--- src/rtl/pulse_meter_pkg.sv ---
package pulse_meter_pkg;

   typedef enum logic [2:0] {
      MODE_TIMER   = 3'd0,
      MODE_HIGH    = 3'd1,
      MODE_LOW     = 3'd2,
      MODE_EDGE    = 3'd3,
      MODE_DIVIDED = 3'd4
   } meas_mode_e;

   typedef enum logic [1:0] {
      ST_IDLE = 2'd0,
      ST_ARM  = 2'd1,
      ST_RUN  = 2'd2
   } meas_state_e;

   localparam logic [1:0] REG_CTRL = 2'd0;
   localparam logic [1:0] REG_DIV  = 2'd1;
   localparam logic [1:0] REG_DATA = 2'd2;
   localparam logic [1:0] REG_STAT = 2'd3;

   localparam int CTL_SEL_LSB  = 0;
   localparam int CTL_SEL_W    = 2;
   localparam int CTL_MODE_LSB = 2;
   localparam int CTL_CONT     = 5;
   localparam int CTL_DIE      = 6;
   localparam int CTL_OIE      = 7;
   localparam int CTL_START    = 8;
   localparam int CTL_BITS     = 9;

   localparam int STA_DONE = 0;
   localparam int STA_OVF  = 1;
   localparam int STA_BUSY = 2;

endpackage

--- src/rtl/pm_edge_detect.sv ---
module pm_edge_detect #(
   parameter int STAGES = 2
) (
   input  logic clk,
   input  logic rst_n,
   input  logic sig_in,
   output logic level,
   output logic rise,
   output logic fall
);

   if (STAGES < 1) begin : g_bad_stages
      $error("pm_edge_detect: STAGES must be at least 1");
   end

   logic [STAGES-1:0] chain_q;
   logic              prev_q;

   if (STAGES == 1) begin : g_single
      always_ff @(posedge clk or negedge rst_n) begin
         if (!rst_n) chain_q <= '0;
         else        chain_q <= sig_in;
      end
   end else begin : g_multi
      always_ff @(posedge clk or negedge rst_n) begin
         if (!rst_n) chain_q <= '0;
         else        chain_q <= {chain_q[STAGES-2:0], sig_in};
      end
   end

   always_ff @(posedge clk or negedge rst_n) begin
      if (!rst_n) prev_q <= 1'b0;
      else        prev_q <= chain_q[STAGES-1];
   end

   assign level = chain_q[STAGES-1];
   assign rise  = level & ~prev_q;
   assign fall  = ~level & prev_q;

endmodule

--- src/rtl/pm_width_counter.sv ---
module pm_width_counter #(
   parameter int WIDTH = 16
) (
   input  logic             clk,
   input  logic             rst_n,
   input  logic             clr,
   input  logic             inc,
   output logic [WIDTH-1:0] cnt,
   output logic [WIDTH-1:0] cnt_next,
   output logic             wrap
);

   if (WIDTH < 2) begin : g_bad_width
      $error("pm_width_counter: WIDTH must be at least 2");
   end

   localparam logic [WIDTH-1:0] CNT_MAX = '1;

   logic [WIDTH-1:0] cnt_q;

   assign cnt_next = cnt_q + WIDTH'(inc);
   assign wrap     = inc && (cnt_q == CNT_MAX);
   assign cnt      = cnt_q;

   always_ff @(posedge clk or negedge rst_n) begin
      if (!rst_n)   cnt_q <= '0;
      else if (clr) cnt_q <= '0;
      else if (inc) cnt_q <= cnt_next;
   end

   // the counter wraps instead of saturating
   p_wraps_to_zero_r8: assert property (@(posedge clk) disable iff (!rst_n)
      (inc && !clr && cnt_q == CNT_MAX) |=> (cnt_q == '0));

endmodule

--- src/rtl/pm_edge_divider.sv ---
module pm_edge_divider #(
   parameter int DIV_W = 8
) (
   input  logic             clk,
   input  logic             rst_n,
   input  logic             clr,
   input  logic             rise,
   input  logic [DIV_W-1:0] ratio,
   output logic             last
);

   if (DIV_W < 1) begin : g_bad_div
      $error("pm_edge_divider: DIV_W must be at least 1");
   end

   logic [DIV_W-1:0] seen_q;
   logic [DIV_W-1:0] eff_ratio;

   assign eff_ratio = (ratio == '0) ? DIV_W'(1) : ratio;
   assign last      = rise && (seen_q == eff_ratio - DIV_W'(1));

   always_ff @(posedge clk or negedge rst_n) begin
      if (!rst_n)        seen_q <= '0;
      else if (clr)      seen_q <= '0;
      else if (rise) begin
         if (last)       seen_q <= '0;
         else            seen_q <= seen_q + DIV_W'(1);
      end
   end

endmodule

--- src/rtl/pulse_meter.sv ---
module pulse_meter
   import pulse_meter_pkg::*;
#(
   parameter int CNT_W       = 16,
   parameter int DIV_W       = 8,
   parameter int NUM_TICKS   = 4,
   parameter int SYNC_STAGES = 2
) (
   input  logic                 clk,
   input  logic                 rst_n,
   input  logic [NUM_TICKS-1:0] tick_en,
   input  logic                 sig_in,
   input  logic                 wr_en,
   input  logic [1:0]           wr_addr,
   input  logic [CNT_W-1:0]     wr_data,
   input  logic [1:0]           rd_addr,
   output logic [CNT_W-1:0]     rd_data,
   output logic                 irq_done,
   output logic                 irq_ovf
);

   localparam int SEL_SLOTS = 1 << CTL_SEL_W;

   if (CNT_W < CTL_BITS) begin : g_bad_cnt
      $error("pulse_meter: CNT_W too narrow for the control word");
   end
   if (DIV_W > CNT_W) begin : g_bad_div
      $error("pulse_meter: DIV_W must not exceed CNT_W");
   end
   if (NUM_TICKS < 1 || NUM_TICKS > SEL_SLOTS) begin : g_bad_ticks
      $error("pulse_meter: NUM_TICKS out of range");
   end

   // ---------------- tick selection ----------------
   logic [SEL_SLOTS-1:0] tick_pad;
   for (genvar i = 0; i < SEL_SLOTS; i++) begin : g_tick
      if (i < NUM_TICKS) begin : g_used
         assign tick_pad[i] = tick_en[i];
      end else begin : g_unused
         assign tick_pad[i] = 1'b0;
      end
   end

   // ---------------- register state ----------------
   logic [CTL_SEL_W-1:0] sel_q;
   logic [2:0]           mode_q;
   logic                 cont_q, die_q, oie_q;
   logic [DIV_W-1:0]     div_q;
   logic [CNT_W-1:0]     data_q;
   logic                 done_q, ovf_q;
   meas_state_e          state_q, state_d;

   logic ctrl_wr, div_wr, data_wr, stat_wr;
   assign ctrl_wr = wr_en && (wr_addr == REG_CTRL);
   assign div_wr  = wr_en && (wr_addr == REG_DIV);
   assign data_wr = wr_en && (wr_addr == REG_DATA);
   assign stat_wr = wr_en && (wr_addr == REG_STAT);

   logic tick;
   assign tick = tick_pad[sel_q];

   // ---------------- edge detection ----------------
   logic lvl, rise, fall;
   pm_edge_detect #(.STAGES(SYNC_STAGES)) u_edge (
      .clk    (clk),
      .rst_n  (rst_n),
      .sig_in (sig_in),
      .level  (lvl),
      .rise   (rise),
      .fall   (fall)
   );

   // ---------------- counter and divider ----------------
   logic [CNT_W-1:0] cnt, cnt_next;
   logic             wrap, cnt_clr, cnt_inc;
   logic             div_clr, div_rise, div_last;
   logic             in_run, in_arm, start_hit, end_hit, finish, capture;
   logic             self_restart, ovf_set;
   logic             is_timer;

   assign in_run   = (state_q == ST_RUN);
   assign in_arm   = (state_q == ST_ARM);
   assign is_timer = (mode_q == MODE_TIMER);

   pm_width_counter #(.WIDTH(CNT_W)) u_cnt (
      .clk      (clk),
      .rst_n    (rst_n),
      .clr      (cnt_clr),
      .inc      (cnt_inc),
      .cnt      (cnt),
      .cnt_next (cnt_next),
      .wrap     (wrap)
   );

   pm_edge_divider #(.DIV_W(DIV_W)) u_div (
      .clk   (clk),
      .rst_n (rst_n),
      .clr   (div_clr),
      .rise  (div_rise),
      .ratio (div_q),
      .last  (div_last)
   );

   always_comb begin
      start_hit    = (mode_q == MODE_LOW) ? fall : rise;
      self_restart = 1'b1;
      case (mode_q)
         MODE_TIMER:   end_hit = tick && (cnt == data_q);
         MODE_HIGH:  begin end_hit = fall; self_restart = 1'b0; end
         MODE_LOW:   begin end_hit = rise; self_restart = 1'b0; end
         MODE_DIVIDED: end_hit = div_last;
         default:      end_hit = rise;
      endcase
   end

   assign finish   = in_run && end_hit;
   assign capture  = finish && !is_timer;
   assign ovf_set  = in_run && wrap && !(is_timer && finish);
   assign cnt_inc  = in_run && tick;
   assign cnt_clr  = ctrl_wr || (in_arm && start_hit) || finish;
   assign div_clr  = cnt_clr;
   assign div_rise = in_run && rise && (mode_q == MODE_DIVIDED);

   // ---------------- sequencing ----------------
   always_comb begin
      state_d = state_q;
      if (ctrl_wr) begin
         if (!wr_data[CTL_START])
            state_d = ST_IDLE;
         else if (wr_data[CTL_MODE_LSB +: 3] == MODE_TIMER)
            state_d = ST_RUN;
         else
            state_d = ST_ARM;
      end else if (in_arm && start_hit && !is_timer) begin
         state_d = ST_RUN;
      end else if (finish) begin
         if (!cont_q)           state_d = ST_IDLE;
         else if (self_restart) state_d = ST_RUN;
         else                   state_d = ST_ARM;
      end
   end

   always_ff @(posedge clk or negedge rst_n) begin
      if (!rst_n) state_q <= ST_IDLE;
      else        state_q <= state_d;
   end

   always_ff @(posedge clk or negedge rst_n) begin
      if (!rst_n) begin
         sel_q  <= '0;
         mode_q <= MODE_TIMER;
         cont_q <= 1'b0;
         die_q  <= 1'b0;
         oie_q  <= 1'b0;
      end else if (ctrl_wr) begin
         sel_q  <= wr_data[CTL_SEL_LSB +: CTL_SEL_W];
         mode_q <= wr_data[CTL_MODE_LSB +: 3];
         cont_q <= wr_data[CTL_CONT];
         die_q  <= wr_data[CTL_DIE];
         oie_q  <= wr_data[CTL_OIE];
      end
   end

   always_ff @(posedge clk or negedge rst_n) begin
      if (!rst_n)      div_q <= '0;
      else if (div_wr) div_q <= wr_data[DIV_W-1:0];
   end

   always_ff @(posedge clk or negedge rst_n) begin
      if (!rst_n)       data_q <= '0;
      else if (capture) data_q <= cnt_next;
      else if (data_wr) data_q <= wr_data;
   end

   always_ff @(posedge clk or negedge rst_n) begin
      if (!rst_n) begin
         done_q <= 1'b0;
         ovf_q  <= 1'b0;
      end else begin
         if (finish)                          done_q <= 1'b1;
         else if (stat_wr && wr_data[STA_DONE]) done_q <= 1'b0;
         if (ovf_set)                         ovf_q <= 1'b1;
         else if (stat_wr && wr_data[STA_OVF])  ovf_q <= 1'b0;
      end
   end

   // ---------------- read mux and requests ----------------
   logic busy;
   assign busy = (state_q != ST_IDLE);

   always_comb begin
      case (rd_addr)
         REG_CTRL: rd_data = CNT_W'({busy, oie_q, die_q, cont_q, mode_q, sel_q});
         REG_DIV:  rd_data = CNT_W'(div_q);
         REG_DATA: rd_data = data_q;
         default:  rd_data = CNT_W'({busy, ovf_q, done_q});
      endcase
   end

   assign irq_done = done_q & die_q;
   assign irq_ovf  = ovf_q & oie_q;

   // ---------------- assertions ----------------
   // a single-shot run halts after its result
   p_oneshot_halts_r6: assert property (@(posedge clk) disable iff (!rst_n)
      (finish && !cont_q && !ctrl_wr) |=> (state_q == ST_IDLE));

   // repeat mode keeps the block active after a result
   p_repeat_stays_active_r7: assert property (@(posedge clk) disable iff (!rst_n)
      (finish && cont_q && !ctrl_wr) |=> (state_q != ST_IDLE));

   // a wrap during a measurement raises the overflow flag
   p_overflow_flagged_r8: assert property (@(posedge clk) disable iff (!rst_n)
      (in_run && tick && (cnt == '1) && !is_timer) |=> ovf_q);

   // completion flag stays until written off
   p_done_sticky_r9: assert property (@(posedge clk) disable iff (!rst_n)
      (done_q && !(stat_wr && wr_data[STA_DONE])) |=> done_q);

   // a stopped block ignores the input
   p_idle_frozen_r12: assert property (@(posedge clk) disable iff (!rst_n)
      (state_q == ST_IDLE && !ctrl_wr && !data_wr) |=> ($stable(data_q) && (state_q == ST_IDLE)));

   // synchronized input gives exclusive edges
   p_edge_exclusive_r13: assert property (@(posedge clk) disable iff (!rst_n)
      rise |=> !rise);

   logic unused_lvl;
   assign unused_lvl = lvl;

endmodule

--- config.mk ---
export PLATFORM = sky130hd
export DESIGN_NAME = pulse_meter
export DESIGN_NICKNAME = d
export VERILOG_FILES = /design/src/rtl/pulse_meter_pkg.sv /design/src/rtl/pm_edge_detect.sv /design/src/rtl/pm_width_counter.sv /design/src/rtl/pm_edge_divider.sv /design/src/rtl/pulse_meter.sv
export SDC_FILE = /design/constraint.sdc
export NUM_CORES = 1
export LEC_CHECK = 0
export BUFFER_PORTS_ARGS = -buffer_cell sky130_fd_sc_hd__buf_4
export CORE_MARGIN = 10
export CORE_UTILIZATION = 40
export DETAILED_ROUTE_END_ITERATION = 8
export GPL_ROUTABILITY_DRIVEN = 0
export SYNTH_ARGS = -nofsm -noshare
export SYNTH_HDL_FRONTEND = slang
export SYNTH_HIERARCHICAL = 1
export SYNTH_SLANG_ARGS = --single-unit
--- constraint.sdc ---
create_clock -name clk -period 3.9 [get_ports clk]
set_input_delay 0.195 -clock clk [delete_from_list [all_inputs] [get_ports clk]]
set_output_delay 0.195 -clock clk [all_outputs]
set_load 0.02 [all_outputs]
==> results.py <==
metrics = {
    "logic_synthesis": {
        "ys_seq_area_frac": 0.3783,
        "avgSynthCellArea_um2": 9.648,
        "synth_cell_types": 66,
        "netlist_instances": 432,
        "synth_edf_count": 0,
        "yosysTopAreaCell": "dfrtp_1",
        "postSynth.asyncResetShare": 1.000,
        "ys.flop_type": "dfrtp_1",
        "yosysWarnings": 6,
        "synth_area_leaders": "dfrtp_1 (38%), xor2_1 (7.8%), mux2i_1 (6.0%)",
        "syn_area_um2": 4168,
        "synth.net_count": 465,
        "yosysTopAreaCellShare": 0.3783,
        "synth_seq_cells": 63,
    },
    "critical_path": {
        "critPathArrivalTime_ns": 3.83,
        "rr_startpoint": "div_q[2]$_DFFE_PN0P_",
        "cp_max_fo": 19,
        "worstSetupEndpointType": "register",
        "critPathLaunchType": "register",
        "worstSetupStartpoint": "div_q[2]$_DFFE_PN0P_",
        "worstSetupPathType": "reg -> reg",
        "required_ns": 4.12,
        "timing.rr.end": "u_cnt/cnt[13]$_DFFE_PN0P_",
        "reg2regPathDepth": 15,
        "regToRegSetupSlack_ns": 0.28,
    },
    "route": {
        "route.vias.total": 3445,
        "firstDrtPassIters": 4,
        "drc_errors": 0,
        "drt_iter0_drc": 240,
        "routedWlPerCell_um": 18.02,
        "ant_nets": 0,
        "drt-vias-per-instance": 5.583,
        "wl_mm": 11.12,
    },
    "power": {
        "power.leakage_nw": 2.238,
        "clock_power_share": 0.241,
        "power_density_nw_per_um2": 453.3,
        "swShare": 0.3771,
        "p_switching_mw": 0.8299,
        "combPwrFrac": 0.337,
        "total_power_mw": 2.201,
        "ir_worst_vdd_v": 0.0001876,
        "pwr-share-seq": 0.422,
        "internal_power_mw": 1.371,
    },
    "grt": {
        "grt_use_total": 0.1526,
        "antenna_found_initial": 0,
        "grt_max_degree": 64,
        "grt_pass1_wl_mm": 18.15,
        "first_global_vias": 3472,
        "overflow": 0,
    },
    "cells_and_area": {
        "nets": 509,
        "drive_gt1_frac": 0.2287,
        "n_antenna_cell": 0,
        "fin_cells": 617,
        "stdcell_area_um2": 4855,
        "syn2layout_area_growth_pct": 16.48,
    },
    "clock_tree": {
        "clock_sinks": 63,
        "clock_path_buffers": 2,
        "htreeDepth": 3,
        "numCtsBuffers": 9,
        "cts_setup_buffers": 0,
        "clock_latency_ns": 0.35,
        "cts_tree": "yes",
        "clk_pin_slew_ns": 0.07,
        "cts-root-buf": "clkbuf_8",
    },
    "placement": {
        "place_inst": 599,
        "hpwl_mm": 8.285,
        "io_buffers": 45,
        "dp_slack_ns": 0.1740,
        "place_area_um2": 4629,
    },
    "die": {
        "initial_core_util": 0.4074,
        "die_w_um": 122.1,
        "ios": 46,
        "die_h_um": 122.1,
        "fp.dieArea_um2": 14900,
        "core_area_um2": 10230,
        "rows": 37,
    },
    "status": {
        "status": "finished, final reports clean",
    },
    "sta": {
        "fin_skew_ns": 0.01168,
        "min_period_ns": 3.615,
        "min_period_over_period": 0.9270,
        "hold_violations": 0,
        "tns_ns": 0,
        "setup_ws_ns": 0.2846,
        "slew_headroom": 0.2231,
        "max_freq_mhz": 276.6,
        "rsz0062_at_grt": "false",
        "tightestPinTransition_ns": 1.162,
        "drv_slew": 0,
        "setup_viol": 0,
    },
    "min_path": {
        "min_to": "cont_q$_DFFE_PN0P_",
        "hp-start": "wr_data[5]",
        "hold_depth": 3,
        "worstHoldPathType": "in -> reg",
    },
    "job": {
        "cap_viol_max_count": 0,
    },
}
==> how the worst max path moves through the flow <==
stage | to | cells after the start
final | u_cnt/cnt[13]$_DFFE_PN0P_ | 15
after global placement | u_cnt/cnt[14]$_DFFE_PN0P_ | 15
after detailed placement | u_cnt/cnt[13]$_DFFE_PN0P_ | 15
after global routing | u_cnt/cnt[13]$_DFFE_PN0P_ | 15
after CTS | u_cnt/cnt[14]$_DFFE_PN0P_ | 15
after floorplan | u_cnt/cnt[0]$_DFFE_PN0P_ | 15
==> metrics by stage <==
step | hold WS, ns | util
after detailed placement | 0.3059 | 0.4525
after floorplan | -0.1006 | -
after global routing | 0.08448 | 0.4745
after global placement | 0.3060 | 0.4525
final | 0.09004 | 0.4745
after CTS | 0.07146 | 0.4724
==> flip-flops by register name, indices dropped and copies added, names as in the netlist <==
| signal | flops |
|---|---|
| cont_q | 1 |
| data_q | 16 |
| die_q | 1 |
| div_q | 8 |
| done_q | 1 |
| mode_q | 3 |
| oie_q | 1 |
| ovf_q | 1 |
| sel_q | 2 |
| state_q | 2 |
| u_cnt/cnt | 16 |
| u_div/seen_q | 8 |
| u_edge/chain_q | 2 |
| u_edge/prev_q | 1 |
==> power by group through the flow <==
stage	sequential, mW	combinational [mW]	clock, mW
3_3_place_gp	0.933	0.730	0
2_1_floorplan	0.885	0.522	0
3_5_place_dp	0.937	0.742	0
4_1_cts	0.925	0.745	0.542
5_1_grt	0.947	0.812	0.577
6_report	0.929	0.743	0.530
==> cells in the mapped netlist (all sizes together), types with 2 or more instances <==
cell / instances
a211oi: 9
a21oi: 16
and2: 10
and2b: 2
and3: 4
buf: 8
clkbuf: 14
dfrtp: 63
ha: 5
inv: 9
mux2: 11
mux2i: 25
mux4: 4
nand2: 59
nand3: 5
nand3b: 3
nand4: 17
nor2: 22
nor2b: 5
nor3: 8
nor4: 14
o2111ai: 2
o21a: 2
o21ai: 30
o31ai: 5
or2: 2
or2b: 3
or3: 6
or3b: 2
or4: 5
xnor2: 10
xor2: 37
==> logic make-up after synthesis <==
| group | after synthesis | synth area share |
|---|---|---|
| AND/OR/NAND/NOR | 170 | 0.2354 |
| AO/OA/AOI/OAI | 76 | 0.1243 |
| flip-flops | 63 | 0.3783 |
| XOR/XNOR | 47 | 0.09877 |
| multiplexers | 40 | 0.1114 |
| buffers and inverters | 31 | 0.03692 |
| adder cells (fa/ha/maj) | 5 | 0.01501 |
==> metal layers <==
| metal | track usage | wire length, um | up-vias |
|---|---|---|---|
| li1 | - | - | 1635 |
| met1 | 0.1883 | 4755 | 1749 |
| met2 | 0.2631 | 5813 | 49 |
| met3 | 0.02914 | 398 | 12 |
| met4 | 0.04713 | 148 | 0 |
| met5 | 0 | 0 | - |
==> layout by cell type, fill, tap and decap left out, types with 3 or more instances in the layout <==
cell type and n:
o31ai_1 5, nor4_4 3, mux2_2 9, xor2_1 37, or3_1 5, nand3_1 5, nor3_1 7, ha_1 5
clkinvlp_4 3, nor2b_1 5, buf_4 51, o21ai_0 13, xnor2_1 10, o21ai_1 17, and3_1 3, nand3b_1 3
mux2i_1 25, clkbuf_8 11, nand2_1 59, nor2_1 21, nand4_1 14, dfrtp_1 63, inv_1 9, a21oi_1 16
nor4_1 6, mux4_2 4, or4_1 4, a211oi_1 7, nor4_2 5, and2_1 10
==> cell type report <==
| class | count | area (um2) |
|---|---|---|
| Fill cell | 996 | 5376 |
| Sequential cell | 63 | 1577 |
| Multi-Input combinational cell | 338 | 2465 |
| Tap cell | 136 | 170.2 |
| Clock inverter | 5 | 32.53 |
| Inverter | 9 | 33.78 |
| Timing Repair Buffer | 55 | 425.4 |
| Clock buffer | 11 | 151.4 |
==> timing repair <==
action,in CTS,in global routing
endpoints found under the hold margin,64,0
gates resized for setup,0,4
setup endpoints to repair,0,6
hold buffers,2,0
==> worst max-delay path, cell delays in order, from the launching register on <==
cell and delay (ns):
dfrtp_1 0.49, nor4_4 0.32, a21oi_1 0.12, ha_1 0.26
xor2_1 0.17, a21o_1 0.17, a211o_1 0.33, nor4_4 0.23
and2_1 0.16, a21oi_1 0.10, a211oi_4 0.29, nor2_1 0.09
o211ai_1 0.15, buf_6 0.23, nor2_1 0.05, mux2_1 0.30
Power figures use the tool's default switching activity.
